`src/rtl/alu_pkg.sv`:
```
package alu_pkg;

    typedef enum logic [1:0] {
        OP_AND = 2'b00,
        OP_OR  = 2'b01,
        OP_ADD = 2'b10,
        OP_SLT = 2'b11
    } alu_op_e;

    typedef struct packed {
        logic    b_neg;
        alu_op_e op;
    } alu_ctrl_t;

    localparam alu_ctrl_t CTRL_AND = '{b_neg: 1'b0, op: OP_AND};
    localparam alu_ctrl_t CTRL_OR  = '{b_neg: 1'b0, op: OP_OR};
    localparam alu_ctrl_t CTRL_ADD = '{b_neg: 1'b0, op: OP_ADD};
    localparam alu_ctrl_t CTRL_SUB = '{b_neg: 1'b1, op: OP_ADD};
    localparam alu_ctrl_t CTRL_SLT = '{b_neg: 1'b1, op: OP_SLT};

    localparam int FUNCT_W = 6;
    localparam int CLASS_W = 2;

endpackage

```
`src/rtl/alu_ctrl_dec.sv`:
```
module alu_ctrl_dec
    import alu_pkg::*;
(
    input  logic [CLASS_W-1:0] aluop_i,
    input  logic [FUNCT_W-1:0] funct_i,
    output alu_ctrl_t          ctrl_o
);

    alu_ctrl_t ctrl_d;
    logic      unused_funct_hi;

    assign unused_funct_hi = ^funct_i[FUNCT_W-1:4];

    always_comb begin
        ctrl_d = CTRL_ADD;
        if (aluop_i[0]) begin
            ctrl_d = CTRL_SUB;
        end else if (aluop_i[1]) begin
            unique case (funct_i[3:0])
                4'b0000: ctrl_d = CTRL_ADD;
                4'b0010: ctrl_d = CTRL_SUB;
                4'b0100: ctrl_d = CTRL_AND;
                4'b0101: ctrl_d = CTRL_OR;
                4'b1010: ctrl_d = CTRL_SLT;
                default: ctrl_d = CTRL_ADD;
            endcase
        end
    end

    assign ctrl_o = ctrl_d;

    always_comb begin
        if (aluop_i == 2'b00) begin
            assert_class_add_R3: assert (ctrl_o == CTRL_ADD)
                else $error("class 00 did not decode to add");
        end
        if (aluop_i[0]) begin
            assert_class_sub_R4: assert (ctrl_o == CTRL_SUB)
                else $error("low class bit did not decode to subtract");
        end
    end

endmodule

```
`src/rtl/alu_ripple_add.sv`:
```
module alu_ripple_add #(
    parameter int WIDTH = 32
) (
    input  logic [WIDTH-1:0] a_i,
    input  logic [WIDTH-1:0] b_i,
    input  logic             neg_i,
    output logic [WIDTH-1:0] sum_o,
    output logic             c_msb_in_o,
    output logic             c_out_o
);

    localparam int MSB = WIDTH - 1;

    logic [WIDTH:0]   carry;
    logic [WIDTH-1:0] b_eff;

    assign carry[0] = neg_i;
    assign b_eff    = b_i ^ {WIDTH{neg_i}};

    for (genvar i = 0; i < WIDTH; i++) begin : g_bit
        logic p_bit;
        logic g_bit_c;
        assign p_bit      = a_i[i] ^ b_eff[i];
        assign g_bit_c    = a_i[i] & b_eff[i];
        assign sum_o[i]   = p_bit ^ carry[i];
        assign carry[i+1] = g_bit_c | (p_bit & carry[i]);
    end

    assign c_msb_in_o = carry[MSB];
    assign c_out_o    = carry[WIDTH];

    always_comb begin
        assert_sum_R3: assert (sum_o == WIDTH'(a_i + b_eff + WIDTH'(neg_i)))
            else $error("ripple sum disagrees with arithmetic sum");
    end

endmodule

```
`src/rtl/alu_out_stage.sv`:
```
module alu_out_stage
    import alu_pkg::*;
#(
    parameter int WIDTH = 32
) (
    input  alu_ctrl_t        ctrl_i,
    input  logic [WIDTH-1:0] a_i,
    input  logic [WIDTH-1:0] b_i,
    input  logic [WIDTH-1:0] sum_i,
    input  logic             c_msb_in_i,
    input  logic             c_out_i,
    output logic [WIDTH-1:0] result_o,
    output logic             zero_o,
    output logic             ovf_o
);

    localparam int MSB = WIDTH - 1;

    typedef struct packed {
        logic [WIDTH-1:0] result;
        logic             zero;
        logic             ovf;
    } out_t;

    out_t out_d;
    logic ovf_raw;
    logic less;

    always_comb begin
        ovf_raw = c_msb_in_i ^ c_out_i;
        less    = sum_i[MSB] ^ ovf_raw;
        out_d   = '0;
        unique case (ctrl_i.op)
            OP_AND: out_d.result = a_i & b_i;
            OP_OR:  out_d.result = a_i | b_i;
            OP_ADD: out_d.result = sum_i;
            OP_SLT: out_d.result = {{(WIDTH-1){1'b0}}, less};
            default: out_d.result = sum_i;
        endcase
        out_d.ovf  = (ctrl_i.op == OP_ADD) ? ovf_raw : 1'b0;
        out_d.zero = ~|out_d.result;
    end

    assign result_o = out_d.result;
    assign zero_o   = out_d.zero;
    assign ovf_o    = out_d.ovf;

    always_comb begin
        if (ctrl_i.op == OP_SLT) begin
            assert_slt_upper_zero_R7: assert (result_o[MSB:1] == '0)
                else $error("compare result has upper bits set");
        end
        if (ctrl_i.op != OP_ADD) begin
            assert_no_overflow_R6: assert (!ovf_o)
                else $error("overflow raised outside add/subtract");
        end
        if (ctrl_i == CTRL_ADD && a_i[MSB] == b_i[MSB] && sum_i[MSB] != a_i[MSB]) begin
            assert_add_overflow_R5: assert (ovf_o)
                else $error("same-sign add flipped sign without overflow");
        end
    end

endmodule

```
`src/rtl/alu_core.sv`:
```
module alu_core
    import alu_pkg::*;
#(
    parameter int WIDTH = 32
) (
    input  logic [1:0]       aluop_i,
    input  logic [5:0]       funct_i,
    input  logic [WIDTH-1:0] a_i,
    input  logic [WIDTH-1:0] b_i,
    output logic [WIDTH-1:0] result_o,
    output logic             zero_o,
    output logic             ovf_o
);

    alu_ctrl_t        ctrl;
    logic [WIDTH-1:0] sum;
    logic             c_msb_in;
    logic             c_out;

    alu_ctrl_dec u_dec (
        .aluop_i (aluop_i),
        .funct_i (funct_i),
        .ctrl_o  (ctrl)
    );

    alu_ripple_add #(.WIDTH(WIDTH)) u_add (
        .a_i        (a_i),
        .b_i        (b_i),
        .neg_i      (ctrl.b_neg),
        .sum_o      (sum),
        .c_msb_in_o (c_msb_in),
        .c_out_o    (c_out)
    );

    alu_out_stage #(.WIDTH(WIDTH)) u_out (
        .ctrl_i     (ctrl),
        .a_i        (a_i),
        .b_i        (b_i),
        .sum_i      (sum),
        .c_msb_in_i (c_msb_in),
        .c_out_i    (c_out),
        .result_o   (result_o),
        .zero_o     (zero_o),
        .ovf_o      (ovf_o)
    );

    always_comb begin
        assert_zero_flag_R8: assert (zero_o == (result_o == '0))
            else $error("zero flag disagrees with result");
    end

endmodule

```
`config.mk`:
```
export PLATFORM = sky130hd
export DESIGN_NAME = alu_core
export DESIGN_NICKNAME = d
export VERILOG_FILES = /design/src/rtl/alu_pkg.sv /design/src/rtl/alu_ctrl_dec.sv /design/src/rtl/alu_ripple_add.sv /design/src/rtl/alu_out_stage.sv /design/src/rtl/alu_core.sv
export SDC_FILE = /design/constraint.sdc
export NUM_CORES = 1
export LEC_CHECK = 0
export BUFFER_PORTS_ARGS = -buffer_cell sky130_fd_sc_hd__buf_2
export CORE_UTILIZATION = 30
export DETAILED_ROUTE_END_ITERATION = 12
export SLEW_MARGIN = 20
export SYNTH_ARGS = -nofsm -noshare
export SYNTH_HDL_FRONTEND = slang
export SYNTH_SLANG_ARGS = --single-unit
```
`constraint.sdc`:
```
create_clock -name vclk -period 48.6
set_input_delay 2.43 -clock vclk [all_inputs]
set_output_delay 2.43 -clock vclk [all_outputs]
set_load 0.03 [all_outputs]
```
# Yosys cells after proc, flatten, opt, wreduce, memory -nomap -nowiden
# Index checks and enable logic that the tools add are counted.
[word_totals]
ff_bits = 0
input_bits = 72
output_inout_bits = 34
[classes]
eq_ne = 7
n_mux = 5
n_bitwise = 165
n_reduce_logical = 3
[op_table]
columns = ["cell", "n"]
rows = [
  ["case mux 32 bit (4 select lines)", 1],
  ["XOR 1 bit", 66],
  ["AND 1 bit", 64],
  ["AND 32 bit", 1],
  ["bitwise OR 1 bit", 32],
  ["bitwise OR 32 bit", 1],
  ["OR reduction 32 bit", 1],
  ["XOR 32 bit", 1],
  ["case mux 3 bit (4 select lines)", 1],
  ["== test 4 x 3 -> 1 bit, second input constant", 2],
  ["2-to-1 mux 3 bit", 2],
  ["== test 2 bit, second input constant", 2],
  ["== test 4 x 2 -> 1 bit, second input constant", 1],
  ["== test 4 bit, second input constant", 1],
  ["== test 2 x 1 -> 1 bit, second input constant", 1],
  ["logical NOT 2 bit", 1],
  ["logical NOT 1 bit", 1],
  ["2-to-1 mux 1 bit", 1],
]

# Longest topological paths before layout
[logic_depth]
ltp_word = 75
depth_mapped = 42
depth_no_buf = 41

# By module
# Synthesis repeated with hierarchy kept, for this count alone.
[hier_totals]
cells_unflattened = 232
area_unflattened_um2 = 2084.5
[by_module_without_submodules]
columns = ["mod", "n_inst", "cells_per_inst", "area_each_um2", "seq_area_each_um2"]
rows = [
  ["alu_ripple_add", 1, 131, 1223.7, 0.0],
  ["alu_out_stage", 1, 94, 798.3, 0.0],
  ["alu_ctrl_dec", 1, 7, 62.6, 0.0],
]

# Worst setup path before layout
# Ideal clock, no wire load.
[synth_timing]
path_kind = "input port to output port"
startpoint = "input port funct_i[0]"
endpoint = "output port zero_o"
arrival_ns = 17.994
required_ns = 46.170
path_slack_ns = 28.176
stages = 42
path_buffers = 1
path_cell_list = "nor2_1 > a31oi_1 > clkbuf_1 > mux2i_1 > fa_1 > fa_1 > fa_1 > fa_1 > fa_1 > fa_1 > fa_1 > fa_1 > fa_1 > fa_1 > fa_1 > fa_1 > fa_1 > fa_1 > [... 6 more ...] > fa_1 > fa_1 > fa_1 > fa_1 > fa_1 > fa_1 > fa_1 > fa_1 > fa_1 > fa_1 > inv_1 > fa_1 > nor4b_1 > nand4_1 > o21ai_0 > nand3b_1 > or4_1 > nor4_2"
[synth_via]
elab_chain_cells = 75
elab_cells_between_ends = 177
[synth_rtl]
columns = ["element", "line", "rtl"]
rows = [
  ["start: declaration", "alu_core.sv:7", "input logic [5:0] funct_i,"],
  ["== test 4 bit (tied with other cells)", "alu_ctrl_dec.sv:19", "unique case (funct_i[3:0])"],
  ["case mux 3 bit (4 select lines) (*)", "alu_ctrl_dec.sv:19", ""],
  ["2-to-1 mux 3 bit (*)", "alu_ctrl_dec.sv:18", "end else if (aluop_i[1]) begin"],
  ["2-to-1 mux 3 bit (*)", "alu_ctrl_dec.sv:16", "if (aluop_i[0]) begin"],
  ["XOR 32 bit", "alu_ripple_add.sv:18", "assign b_eff = b_i ^ {WIDTH{neg_i}};"],
  ["XOR 1 bit", "alu_ripple_add.sv:23", "assign p_bit = a_i[i] ^ b_eff[i];"],
  ["AND 1 bit", "alu_ripple_add.sv:26", "assign carry[i+1] = g_bit_c | (p_bit & carry[i]);"],
  ["bitwise OR 1 bit", "alu_ripple_add.sv:26", ""],
  ["[... 59 more ...]", "n/a", ""],
  ["bitwise OR 1 bit", "alu_ripple_add.sv:26", ""],
  ["AND 1 bit", "alu_ripple_add.sv:26", ""],
  ["bitwise OR 1 bit", "alu_ripple_add.sv:26", ""],
  ["XOR 1 bit", "alu_out_stage.sv:30", "ovf_raw = c_msb_in_i ^ c_out_i;"],
  ["XOR 1 bit", "alu_out_stage.sv:31", "less = sum_i[MSB] ^ ovf_raw;"],
  ["case mux 32 bit (4 select lines) (*)", "alu_out_stage.sv:33", "unique case (ctrl_i.op)"],
  ["OR reduction 32 bit (*)", "alu_out_stage.sv:41", "out_d.zero = ~|out_d.result;"],
  ["logical NOT 1 bit (*)", "alu_out_stage.sv:41", ""],
  ["end: declaration", "alu_core.sv:11", "output logic zero_o,"],
]
# Mark *: on every way between the ends. The rest lies on a longest branch, timed or not.

# Worst setup path in the final report
# Same ends and word-level chain as after synthesis.

==> run_results.csv <==
group,metric,value,unit
global_routing,grt_pass1_vias,2248,
yosys,yosys.area.top_type_share,0.283,
drt,vias,2329,
yosys,muxShareOfSynthArea,0.00442,
setup_path,critPathLaunch,"funct_i[0]",
setup_path,slowest_stage,"or4_1",
yosys,ys_types,41,
sta,timing.slew.headroom,0.256,
worst_hold_path,hold_path.class,"in2out",
yosys,synth_common_cells,"32 x fa_1, 31 x xnor2_1, 29 x a22o_1",
yosys,syn_inst,249,
cts,cts_hold_buffers,0,
yosys,synth.most_common_cell,"fa_1",
yosys,syn_area,0.00226,mm2
setup_path,cp_max_fo,29,
die,core_area,0.00725,mm2
finish,clkbuf_count,0,
yosys,synth-adder-area-share,0.429,
placement,place_ws,26.89,ns
global_routing,grt_pass1_wl,11600,um
setup_path,cp-start-kind,"primary input",
global_routing,grt_start_max_net_pins,54,
yosys,ys_seq_area_frac,0,
placement,post-dp-hpwl,6070,um
drt,ant_nets,0,
finish,seqCellArea,0,um2
sta,rsz0062_at_grt,"no",
global_routing,gr-total-overflow,0,
pwr,power_density,24.2,mW/mm2
setup_path,crit_family,"adder cells",
sta,finalMaxSlewViolations,0,
drt,drt_first_pass_iters,4,
sta,worst_slack,26.98,ns
setup_path,worstPathArrival,19.19,ns
die,initial_core_util,0.312,
setup_path,critPathKind,"in2out",
sta,fin_crit,21.62,ns
die,die_y,88.8,um
setup_path,cp_num_buf_inv,4,
finish,num_antenna_cells,0,
sta,setup_viol,0,
finish,design.seq.count,0,
die,chipWidth,88.8,um
placement,portBuffers,104,
die,die_area,0.00789,mm2
sta,timing_hold_violations_final,0,
sta,max_freq,0.0463,GHz
drt,vias_per_cell,5.32,
yosys,synth_xor_area_frac,0.124,
setup_path,critical_path.max_stage_delay,0.50,ns
yosys,synth_fp_nets,355,
sta,final.setup.tns,0,ns
finish,fillCellCount,769,
global_routing,grt_usage,0.192,
cts,cts_setup_buffers,0,
sta,tightest_slew,1.12,ns
pwr,ir_worst_vdd,0.0109,mV
drt,wire_per_inst,17.2,um
yosys,yosys.area_share.simple,0.145,
die,rows,31,
worst_hold_path,min_from,"funct_i[0]",
finish,layout-drive-gt1-share,0.342,
setup_path,critPathCaptureType,"output pin",
yosys,synth_compound_area_frac,0.258,
global_routing,antenna_found_initial,0,
yosys,ys.warnings.count,0,
yosys,synth_top_family_by_area,"adder cells",
yosys,synth.area.top_cells,"fa_1 28%, xnor2_1 12%, maj3_1 12%, a22o_1 11%, nor2_1 3.8%",
status,run_status,"finished, final reports clean",
sta,hold_slack,5.41,ns
job,cap_violations,0,
placement,gp_congestion,0.770,
yosys,yosysTopAreaCell,"fa_1",
pwr,leakage,1.13,nW
finish,area_growth,26.7,%
die,ioPinCount,106,
finish,final_nets,447,
drt,drc,0,
drt,drt_wl_total,7550,um
drt,drtIter0Drc,119,
yosys,syn_avg_cell_area,9.09,um2
setup_path,critPathRequiredTime,46.17,ns
sta,period_share,0.445,
setup_path,crit_top_cell,"fa_1",
cts,cts_resized,0,
-- metal layers --
layer	vias up	global-route usage	wire, um
met4	0	0.0161	64
met5	-	0	0
met1	1117	0.292	3490
met2	86	0.310	3540
met3	4	0.0121	449
li1	1122	-	-
-- final timing paths --
check | endpoint | slack [ns] | depth (start not counted)
max | zero_o | 26.98 | 44
min | result_o[0] | 5.41 | 4
-- placed cells by master, fill, tap and decap left out --
cell type  count
inv_1          5
a211o_1        5
nand3b_1       1
maj3_2         3
o31a_1         1
nand4bb_2      1
a22o_1        29
nor2_1        22
o21ai_0        8
nand2_1        8
o2111ai_1      1
nor4b_1        2
a31oi_4        1
xor2_1         1
maj3_1        27
nand2b_1       2
and2_1         1
nor3_1        10
nor4_2         1
nor2_2         1
a21o_1         1
nand2_4        1
a32oi_1        1
ha_1           2
buf_4          2
a21oi_1        7
o211ai_1       5
o311ai_0       1
nand4bb_4      1
mux2i_1        1
a211oi_1       7
nand4bb_1      1
a2111oi_4      1
nand4_1        1
or4_1          1
nor4_1         4
o22a_1         5
fa_1          32
buf_2        104
xnor2_1       31
-- tightest hold or removal path, cell delays in order --
cell,delay [ns]
buf_2,0.16
nor2_1,0.11
a211oi_1,0.10
buf_2,0.18
-- report_power, final --
group	switching, W	internal, W	total [W]
Sequential	0	0	0
Clock	0	0	0
Combinational	0.0000427	0.0000268	0.0000695
-- stage by stage --
| step | std cells | total power, W | cell area, um2 | util |
|---|---|---|---|---|
| 6_report | 438 | 0.0000695 | 2870 | 0.395 |
| 2_1_floorplan | 249 | 0.0000476 | 2260 | - |
| 3_3_place_gp | 438 | 0.0000690 | 2870 | 0.395 |
| 5_1_grt | 438 | 0.0000756 | 2870 | 0.395 |
| 3_5_place_dp | 438 | 0.0000698 | 2870 | 0.395 |
| 4_1_cts | 438 | 0.0000699 | 2870 | 0.395 |
-- final cells by class --
type                       count  area [um2]  share of cell area
inverter                       5        18.8             0.00655
multi-input combinational    228        2190               0.763
timing repair buffer         106         536               0.187
tap                           99         124              0.0432
-- kinds of logic after synthesis --
family                   count (synthesis)
buffers and inverters                   21
AND/OR/NAND/NOR                         58
AO/OA/AOI/OAI                           73
multiplexers                             1
XOR/XNOR                                32
adder cells (fa/ha/maj)                 64
(Power assumes the default switching activity.)
